--- config.mk ---
export PLATFORM = sky130hd
export DESIGN_NAME = sockreg_file
export DESIGN_NICKNAME = d
export VERILOG_FILES = /design/src/rtl/sockreg_pkg.sv /design/src/rtl/sockreg_decode.sv /design/src/rtl/sockreg_slot.sv /design/src/rtl/sockreg_file.sv
export SDC_FILE = /design/constraint.sdc
export NUM_CORES = 1
export LEC_CHECK = 0
export ABC_AREA = 1
export BUFFER_PORTS_ARGS = -buffer_cell sky130_fd_sc_hd__buf_2
export CELL_PAD_IN_SITES_DETAIL_PLACEMENT = 0
export CELL_PAD_IN_SITES_GLOBAL_PLACEMENT = 1
export CORE_ASPECT_RATIO = 1.25
export CORE_MARGIN = 3
export CORE_UTILIZATION = 42
export CTS_CLUSTER_DIAMETER = 50
export CTS_CLUSTER_SIZE = 25
export DETAILED_ROUTE_END_ITERATION = 6
export GPL_ROUTABILITY_DRIVEN = 0
export PLACE_DENSITY = 0.8
export SLEW_MARGIN = 5
export SYNTH_ARGS = -nofsm -noshare
export SYNTH_HDL_FRONTEND = slang
export SYNTH_SLANG_ARGS = --single-unit
export TNS_END_PERCENT = 10
--- constraint.sdc ---
create_clock -name clk -period 2 [get_ports clk]
set_clock_uncertainty 0.1 [all_clocks]
set_input_delay 0.4 -clock clk [delete_from_list [all_inputs] [get_ports clk]]
set_output_delay 0.4 -clock clk [all_outputs]
set_load 0.01 [all_outputs]
--- src/rtl/sockreg_pkg.sv ---
package sockreg_pkg;

  localparam int IDX_W    = 8;
  localparam int STRIDE_W = 6;
  localparam int STAT_W   = 7;

  localparam logic [STRIDE_W-1:0] REG_STAT  = 6'h01;
  localparam logic [STRIDE_W-1:0] REG_CTRL  = 6'h02;
  localparam logic [STRIDE_W-1:0] REG_PWR   = 6'h03;
  localparam logic [STRIDE_W-1:0] REG_WINLO = 6'h04;
  localparam logic [STRIDE_W-1:0] REG_WINHI = 6'h05;

  localparam int CTRL_RSTN_BIT = 6;
  localparam int CTRL_IOM_BIT  = 5;

  // enabled-socket mask from configuration bits [2:1]
  function automatic logic [3:0] count_mask(input logic [1:0] sel);
    logic [3:0] m;
    case (sel)
      2'b00:   m = 4'b0011;
      2'b01:   m = 4'b0001;
      default: m = 4'b1111;
    endcase
    return m;
  endfunction

endpackage

--- src/rtl/sockreg_decode.sv ---
module sockreg_decode #(
  parameter int NSOCK    = 4,
  parameter int IDX_W    = 8,
  parameter int STRIDE_W = 6
) (
  input  logic [IDX_W-1:0]    idx,
  input  logic [NSOCK-1:0]    en_mask,
  output logic [NSOCK-1:0]    sock_sel,
  output logic [STRIDE_W-1:0] reg_num,
  output logic                hit
);
  localparam int SOCK_W = IDX_W - STRIDE_W;

  logic [SOCK_W-1:0] sock_num;

  assign sock_num = idx[IDX_W-1:STRIDE_W];
  assign reg_num  = idx[STRIDE_W-1:0];

  for (genvar g = 0; g < NSOCK; g++) begin : g_sel
    assign sock_sel[g] = (sock_num == SOCK_W'(g)) && en_mask[g];
  end

  assign hit = |sock_sel;
endmodule

--- src/rtl/sockreg_slot.sv ---
module sockreg_slot
  import sockreg_pkg::*;
#(
  parameter int SYNC_STAGES = 2
) (
  input  logic                clk,
  input  logic                rst,
  input  logic                en,
  input  logic                wr,
  input  logic [STRIDE_W-1:0] reg_num,
  input  logic [7:0]          wdata,
  input  logic [STAT_W-1:0]   pins,
  output logic [7:0]          rdata,
  output logic                present,
  output logic                rst_n,
  output logic                bdead,
  output logic                bwarn,
  output logic                schg
);
  logic [STAT_W-1:0] sync_q [SYNC_STAGES];
  logic [STAT_W-1:0] stat;
  logic [7:0]  ctrl_q, pwr_q;
  logic [15:0] win_q;

  always_ff @(posedge clk) begin
    if (rst) begin
      for (int i = 0; i < SYNC_STAGES; i++) sync_q[i] <= '0;
    end else begin
      sync_q[0] <= pins;
      for (int i = 1; i < SYNC_STAGES; i++) sync_q[i] <= sync_q[i-1];
    end
  end
  assign stat = sync_q[SYNC_STAGES-1];

  always_ff @(posedge clk) begin
    if (rst) begin
      ctrl_q <= '0;
      pwr_q  <= '0;
      win_q  <= '0;
    end else if (wr) begin
      case (reg_num)
        REG_CTRL:  ctrl_q       <= wdata;
        REG_PWR:   pwr_q        <= wdata;
        REG_WINLO: win_q[7:0]   <= wdata;
        REG_WINHI: win_q[15:8]  <= wdata;
        default: ;
      endcase
    end
  end

  always_comb begin
    case (reg_num)
      REG_STAT:  rdata = {1'b0, stat};
      REG_CTRL:  rdata = ctrl_q;
      REG_PWR:   rdata = pwr_q;
      REG_WINLO: rdata = win_q[7:0];
      REG_WINHI: rdata = win_q[15:8];
      default:   rdata = 8'h00;
    endcase
  end

  logic iomode;
  assign iomode  = ctrl_q[CTRL_IOM_BIT];
  assign present = en && stat[2] && stat[3];
  assign rst_n   = en && ctrl_q[CTRL_RSTN_BIT];
  assign bdead   = en && !iomode && !stat[0];
  assign bwarn   = en && !iomode && !stat[1];
  assign schg    = en &&  iomode && !stat[0];
endmodule

--- src/rtl/sockreg_file.sv ---
module sockreg_file
  import sockreg_pkg::*;
#(
  parameter int NSOCK       = 4,
  parameter int SYNC_STAGES = 2
) (
  input  logic                    clk,
  input  logic                    rst,
  input  logic                    req_valid,
  output logic                    req_ready,
  input  logic                    req_write,
  input  logic                    req_addr,
  input  logic [7:0]              req_wdata,
  output logic                    rsp_valid,
  input  logic                    rsp_ready,
  output logic [7:0]              rsp_data,
  input  logic                    cfg_we,
  input  logic [7:0]              cfg_wdata,
  output logic [7:0]              cfg_q,
  input  logic [NSOCK*STAT_W-1:0] sock_stat,
  output logic [NSOCK-1:0]        card_present,
  output logic [NSOCK-1:0]        card_rst_n,
  output logic [NSOCK-1:0]        batt_dead,
  output logic [NSOCK-1:0]        batt_warn,
  output logic [NSOCK-1:0]        stat_chg
);
  logic [IDX_W-1:0]    idx_q;
  logic [NSOCK-1:0]    en_mask, sock_sel;
  logic [STRIDE_W-1:0] reg_num;
  logic                hit, acc, data_wr;
  logic [7:0]          slot_rd [NSOCK];
  logic [7:0]          data_rd;

  assign en_mask   = NSOCK'(count_mask(cfg_q[2:1]));
  assign req_ready = !rsp_valid || rsp_ready;
  assign acc       = req_valid && req_ready;
  assign data_wr   = acc && req_write && req_addr;

  always_ff @(posedge clk) begin
    if (rst) cfg_q <= '0;
    else if (cfg_we) cfg_q <= cfg_wdata;
  end

  always_ff @(posedge clk) begin
    if (rst) idx_q <= '0;
    else if (acc && req_write && !req_addr) idx_q <= req_wdata;
  end

  sockreg_decode #(.NSOCK(NSOCK), .IDX_W(IDX_W), .STRIDE_W(STRIDE_W)) u_dec (
    .idx(idx_q), .en_mask(en_mask), .sock_sel(sock_sel),
    .reg_num(reg_num), .hit(hit)
  );

  for (genvar g = 0; g < NSOCK; g++) begin : g_slot
    sockreg_slot #(.SYNC_STAGES(SYNC_STAGES)) u_slot (
      .clk(clk), .rst(rst), .en(en_mask[g]),
      .wr(data_wr && sock_sel[g]), .reg_num(reg_num), .wdata(req_wdata),
      .pins(sock_stat[g*STAT_W +: STAT_W]), .rdata(slot_rd[g]),
      .present(card_present[g]), .rst_n(card_rst_n[g]),
      .bdead(batt_dead[g]), .bwarn(batt_warn[g]), .schg(stat_chg[g])
    );
  end

  always_comb begin
    data_rd = 8'h00;
    for (int i = 0; i < NSOCK; i++)
      if (sock_sel[i]) data_rd = data_rd | slot_rd[i];
    if (!hit) data_rd = 8'h00;
  end

  always_ff @(posedge clk) begin
    if (rst) begin
      rsp_valid <= 1'b0;
      rsp_data  <= '0;
    end else if (acc && !req_write) begin
      rsp_valid <= 1'b1;
      rsp_data  <= req_addr ? data_rd : idx_q;
    end else if (rsp_ready) begin
      rsp_valid <= 1'b0;
    end
  end
endmodule

After elaboration in Yosys (flattened, before gate mapping)
Memories as Yosys holds them, arrays and structs flattened.
Index checks and enable logic that the tools add are counted.

storage, ports and cells
  register bits after elaboration = 153
  memory bits (writable) = 56
  input bits = 51
  output and inout bits = 38
  memories = 4

operators by class
  eq/ne operators = 9
  mux-type cells = 24
  bitwise gates (word level) = 11
  reduce and logical (&&, ||, !) cells = 81

memories
  memory                   words  width  rd ports  clocked after memory_dff  write ports  RTL line            RTL
  g_slot[0].u_slot.sync_q  2      7      2         0                         2            sockreg_slot.sv:20  logic [STAT_W-1:0] sync_q [SYNC_STAGES];
  g_slot[1].u_slot.sync_q  2      7      2         0                         2            sockreg_slot.sv:20
  g_slot[2].u_slot.sync_q  2      7      2         0                         2            sockreg_slot.sv:20
  g_slot[3].u_slot.sync_q  2      7      2         0                         2            sockreg_slot.sv:20

operators with widths
  operator                                                          count
  8-bit case mux with 5 select lines                                4
  7-bit 2-to-1 mux                                                  8
  8-bit 2-to-1 mux                                                  6
  1-bit logical AND                                                 45
  2-bit AND reduction                                               16
  8-bit OR                                                          3
  1-bit zero test                                                   15
  6-bit by 2-bit == test with 1-bit output (second input constant)  2
  6-bit by 3-bit == test with 1-bit output (second input constant)  2
  1-bit OR                                                          8
  4-bit case mux with 2 select lines                                1
  6-bit by 1-bit == test with 1-bit output (second input constant)  1
  1-bit 2-to-1 mux                                                  5
  2-bit by 1-bit == test with 1-bit output (second input constant)  2
  2-bit == test (second input constant)                             2
  2-bit zero test                                                   2
  4-bit OR reduction                                                1
  2-bit nonzero test                                                1
  1-bit logical OR                                                  1

Depth between registers and ports, before layout
  depth after elaboration = 12
  gate-level depth with buffers = 13

By module
A second synthesis with hierarchy kept.

second synthesis, totals
  cell total of the unflattened synthesis = 1,646
  area total of the unflattened synthesis = 10,585.2 um^2

by module, submodules not included
  module          instances  cells each  area each (um^2)  sequential area each (um^2)
  sockreg_slot    4          350         2,279.7           920.9
  sockreg_file    1          227         1,363.8           500.5
  sockreg_decode  1          19          102.6             0.0

Worst setup path before layout
OpenSTA, ideal clock, no wires.

  path type = in2reg
  start point = input port req_addr
  end point = register g_slot[1].u_slot.win_q[4]
  data arrival time = 1.568 ns
  data required time = 1.781 ns
  setup slack = 0.213 ns
  stages on the path = 9
  path buffers = 2
  path through = buf_2 inv_2 nor3b_4 nand2_2 nor2_2 inv_1 buf_2 o21ai_0 a21oi_1

on the way
  cells in the longest elaborated chain, start to end = 3

ends and longest elaborated chain
  element                               RTL line            RTL
  start: declaration                    sockreg_file.sv:12  input logic req_addr,
  1-bit logical AND                     sockreg_file.sv:37  assign data_wr = acc && req_write && req_addr;
  1-bit logical AND                     sockreg_file.sv:57  .wr(data_wr && sock_sel[g]), .reg_num(reg_num), .wdata(req_wdata),
  2-bit AND reduction (no source line)  --
  end signal: assignment                sockreg_slot.sv:44  REG_WINLO: win_q[7:0] <= wdata;
  end: declaration                      sockreg_slot.sv:23  logic [15:0] win_q;

No other way between the ends.
A chain may end at the register's enable or synchronous reset.

Final worst setup path
  start point = register cfg_q[2]
  end point = output port batt_warn[1]

on the way
  cells in the longest elaborated chain, start to end = 4
  elaborated cells between the ends (all ways) = 5
  those cells by class = 1 x eq/ne; 1 x mux; 3 x reduce/logical

ends and longest elaborated chain
  element                                                                      RTL line            RTL
  start: declaration                                                           sockreg_file.sv:19  output logic [7:0] cfg_q,
  start signal: assignment                                                     sockreg_file.sv:41  else if (cfg_we) cfg_q <= cfg_wdata;
  2-bit by 1-bit == test with 1-bit output or 2-bit zero test (tied branches)  sockreg_pkg.sv:19   case (sel)
  4-bit case mux with 2 select lines *                                         sockreg_pkg.sv:19
  1-bit logical AND * (2 in a row)                                             sockreg_slot.sv:67  assign bwarn = en && !iomode && !stat[1];
  end: declaration                                                             sockreg_file.sv:24  output logic [NSOCK-1:0] batt_warn,

Mark *: on every way between the ends. The rest lies on a longest branch, timed or not.

==> reports/metrics.yaml <==
timing:
  grt_setup_unrepaired: "true"
  setup_viol: 0
  drv_slew: 0
  fmax_mhz: 521
  tns_ps: 0
  worst_slack_ps: 82.4
  tightest_slew_ps: 627
  relSlewSlack_pct: 58.2
  hold_viol_final: 0
  post-route-period-util_pct: 95.9
  period_needed_ps: 1920
worst_setup_path:
  cp_top_family: "flip-flops"
  crit_top_cell: "inv_2"
  crit_arrival_ps: 1420
  startpoint_type: "flop"
  crit_cells: 5
  crit_type: "flop to primary output"
  slowest_stage: "dfxtp_1"
  max_stage_delay_ps: 340
  critPathRequiredTime_ps: 1500
  crit_buf_inv: 3
  critPathMaxFanout: 6
  startpoint: "cfg_q[2]"
  crit_path_end: "batt_warn[1]"
  reg2reg_to: "rsp_data[2]"
  regToRegStartpoint: "idx_q[3]"
  rr_worst_depth: 12
  cp-end-kind: "primary output"
  reg2reg_slack_ps: 130
  path_cells: "inv_2 > nand2_2 > inv_2 > nor3_1 > buf_2"
detailed_routing:
  drc: 0
  ant_nets: 0
  viasPerCell: 5.04
  dr.first_iter.drc_count: 577
  routed-via-count: 8459
  wl_per_cell_um: 16.4
  drt_wl_total_mm: 27.5
  firstDrtPassIters: 5
cts:
  cts.path.max_buffers: 3
  cts_made_buffers: 21
  cts-htree-levels: 1
  clock-sinks: 209
  cts_tree: "done"
  path_clk_slew_ps: 70
  root_buffer: "clkbuf_16"
  clk_latency_ps: 520
global_routing:
  grt_pass1_vias: 8202
  grt_max_degree: 78
  overflow: 0
  antenna_found_initial: 0
  grt_pass1_wl_mm: 43.6
  grt_usage_pct: 23.9
logic_synthesis:
  synth_top_area_cell: "dfxtp_1"
  synth-simple-area-share_pct: 31.8
  syn-num-nets: 1332
  synth.area.top_cells: "dfxtp_1, nor2_1, o21ai_0"
  synth_top_family_by_area: "simple AND/OR/NAND/NOR gates"
  synth_xor_area_share_pct: 0
  syn_area_per_cell_um2: 6.97
  yosys.area.top_type_share_pct: 46.8
  yosysWarningCount: 0
  syn_inst: 1281
  syn-cell-area_um2: 8930
  synth_seq_cells: 209
  ys_types: 24
  synth-compound-area-share_pct: 11.6
  synth.area.mux_share_pct: 0
  ys_seq_area_share_pct: 46.8
  synthAdderAreaFrac_pct: 0
floorplan:
  die_width_um: 136
  core_um2: 20900
  row_count: 59
  fp.dieH_um: 169
  dieArea_um2: 23100
  start_util_pct: 42.8
  ioPinCount: 89
placement:
  dp_slack_ps: -72.7
  dp_hpwl_mm: 18.2
  io_buffers: 88
power:
  p_seq_share_pct: 47.3
  peakVddDrop_mv: 0.933
  clkPwrFrac_pct: 44.3
  p_per_area_nw_per_um2: 833
  p_sw_uw: 2490
  p_int_uw: 6590
  p_comb_share_pct: 8.4
  p_leak_uw: 0.00494
  swShare_pct: 27.5
run:
  max-cap-violations: 0
finish:
  areaGrowthSynthToFinish_pct: 22.1
  fin_nets: 1442
  drive_gt1_share_pct: 17.4
  antenna_cells: 0
outcome:
  status: "finished clean"
min_path:
  hp-class: "input pin to flop"
[kinds of logic after synthesis]
group	count (synthesis)
AO/OA/AOI/OAI	205
buffers and inverters	200
flip-flops	209
AND/OR/NAND/NOR	667
[per-stage QoR]
| step | cell area [um^2] | utilization (%) | hold slack, ps | cells | power (uW) |
|---|---|---|---|---|---|
| 3_3_place_gp | 9790 | 46.9 | 289 | 1607 | 5070 |
| 5_1_grt | 10900 | 52.2 | 38.4 | 1679 | 9410 |
| 3_5_place_dp | 9790 | 46.9 | 292 | 1607 | 5080 |
| 4_1_cts | 10800 | 51.9 | 4.74 | 1676 | 9140 |
| 6_report | 10900 | 52.2 | 17.1 | 1679 | 9080 |
| 2_1_floorplan | 8930 | - | 288 | 1281 | 4770 |
[synth_stat cells]
library cell and count:
inv_1 91, nor3_2 1, o22ai_2 1, nand3_1 94
clkinv_1 1, nor3_1 6, a21oi_1 39, buf_2 18
and3_1 2, dfxtp_1 209, nor3b_4 1, clkbuf_1 42
buf_6 1, nand2_1 96, o21ai_1 6, buf_1 4
nand4_1 46, inv_2 18, buf_4 25, nor2_2 19
nor2_4 2, nand2_2 4, o21ai_0 159, nor2_1 396
[cell type report]
cell class / instances / area (um^2)
clock buffer: 21 / 526
clock inverter: 16 / 188
fill: 2103 / 9990
inverter: 110 / 414
multi-input combinational: 872 / 3940
sequential: 209 / 4190
tap: 274 / 343
timing repair buffer: 177 / 1310
[flip-flops by register name, summed over array words and instances (netlist names)]
signal / count
cfg_q: 8
rsp_data: 8
rsp_valid: 1
g_slot.u_slot.sync_q: 56
g_slot.u_slot.pwr_q: 32
g_slot.u_slot.win_q: 64
idx_q: 8
g_slot.u_slot.ctrl_q: 32
[layer usage]
| layer | vias to the layer above | track usage (%) | routed length, um | part of all wire [%] |
|---|---|---|---|---|
| li1 | 4322 | - | - | - |
| met1 | 3803 | 31.5 | 12100 | 44 |
| met2 | 271 | 39.0 | 12800 | 47 |
| met3 | 63 | 3.27 | 1450 | 5.3 |
| met4 | 0 | 10.3 | 1120 | 4.1 |
| met5 | - | 0 | 0 | 0 |
[power by group through the flow]
stage | clock network, uW | registers (uW) | logic, uW
floorplan | 0 | 4390 | 387
global placement | 0 | 4390 | 686
detailed placement | 0 | 4390 | 687
CTS | 4100 | 4290 | 740
global route | 4270 | 4310 | 828
finish | 4020 | 4300 | 761
[layout by cell type, fill, tap and decap left out, drive strengths merged]
cell and instances:
a21oi 39, and3 2, buf 145, clkbuf 21, clkinv 10, clkinvlp 1, dfxtp 209, dlygate4sd3 32
inv 115, nand2 100, nand3 94, nand4 46, nor2 417, nor3 7, nor3b 1, o21ai 165
o22ai 1
[how the worst min path moves through the flow]
| stage | start | to | slack, ps | depth (start not counted) |
|---|---|---|---|---|
| after global routing | cfg_wdata[4] | cfg_q[4] | 40 | 3 |
| final | cfg_wdata[3] | cfg_q[3] | 20 | 3 |
| after detailed placement | g_slot[3].u_slot.sync_q[0][5] | g_slot[3].u_slot.sync_q[0][12] | 290 | 2 |
| after global placement | g_slot[2].u_slot.sync_q[0][1] | g_slot[2].u_slot.sync_q[0][8] | 290 | 2 |
| after CTS | cfg_wdata[4] | cfg_q[4] | 5 | 3 |
| after floorplan | g_slot[0].u_slot.sync_q[0][3] | g_slot[0].u_slot.sync_q[0][10] | 290 | 2 |
[worst reg2reg max path, delay by kind of cell (launching register included)]
| kind | cells | cell delay, ps |
|---|---|---|
| buf+inv | 2 | 340 |
| flops | 1 | 380 |
| compound gates | 1 | 120 |
| simple gates | 9 | 880 |
[what timing repair did]
item	4_1_cts	5_1_grt
hold buffers	32	0
pin swaps	0	2
endpoints found under the setup margin	24	30
endpoints found under the hold margin	32	0
resized for setup	5	16
setup buffers	0	3
Power figures use the tool's default switching activity.
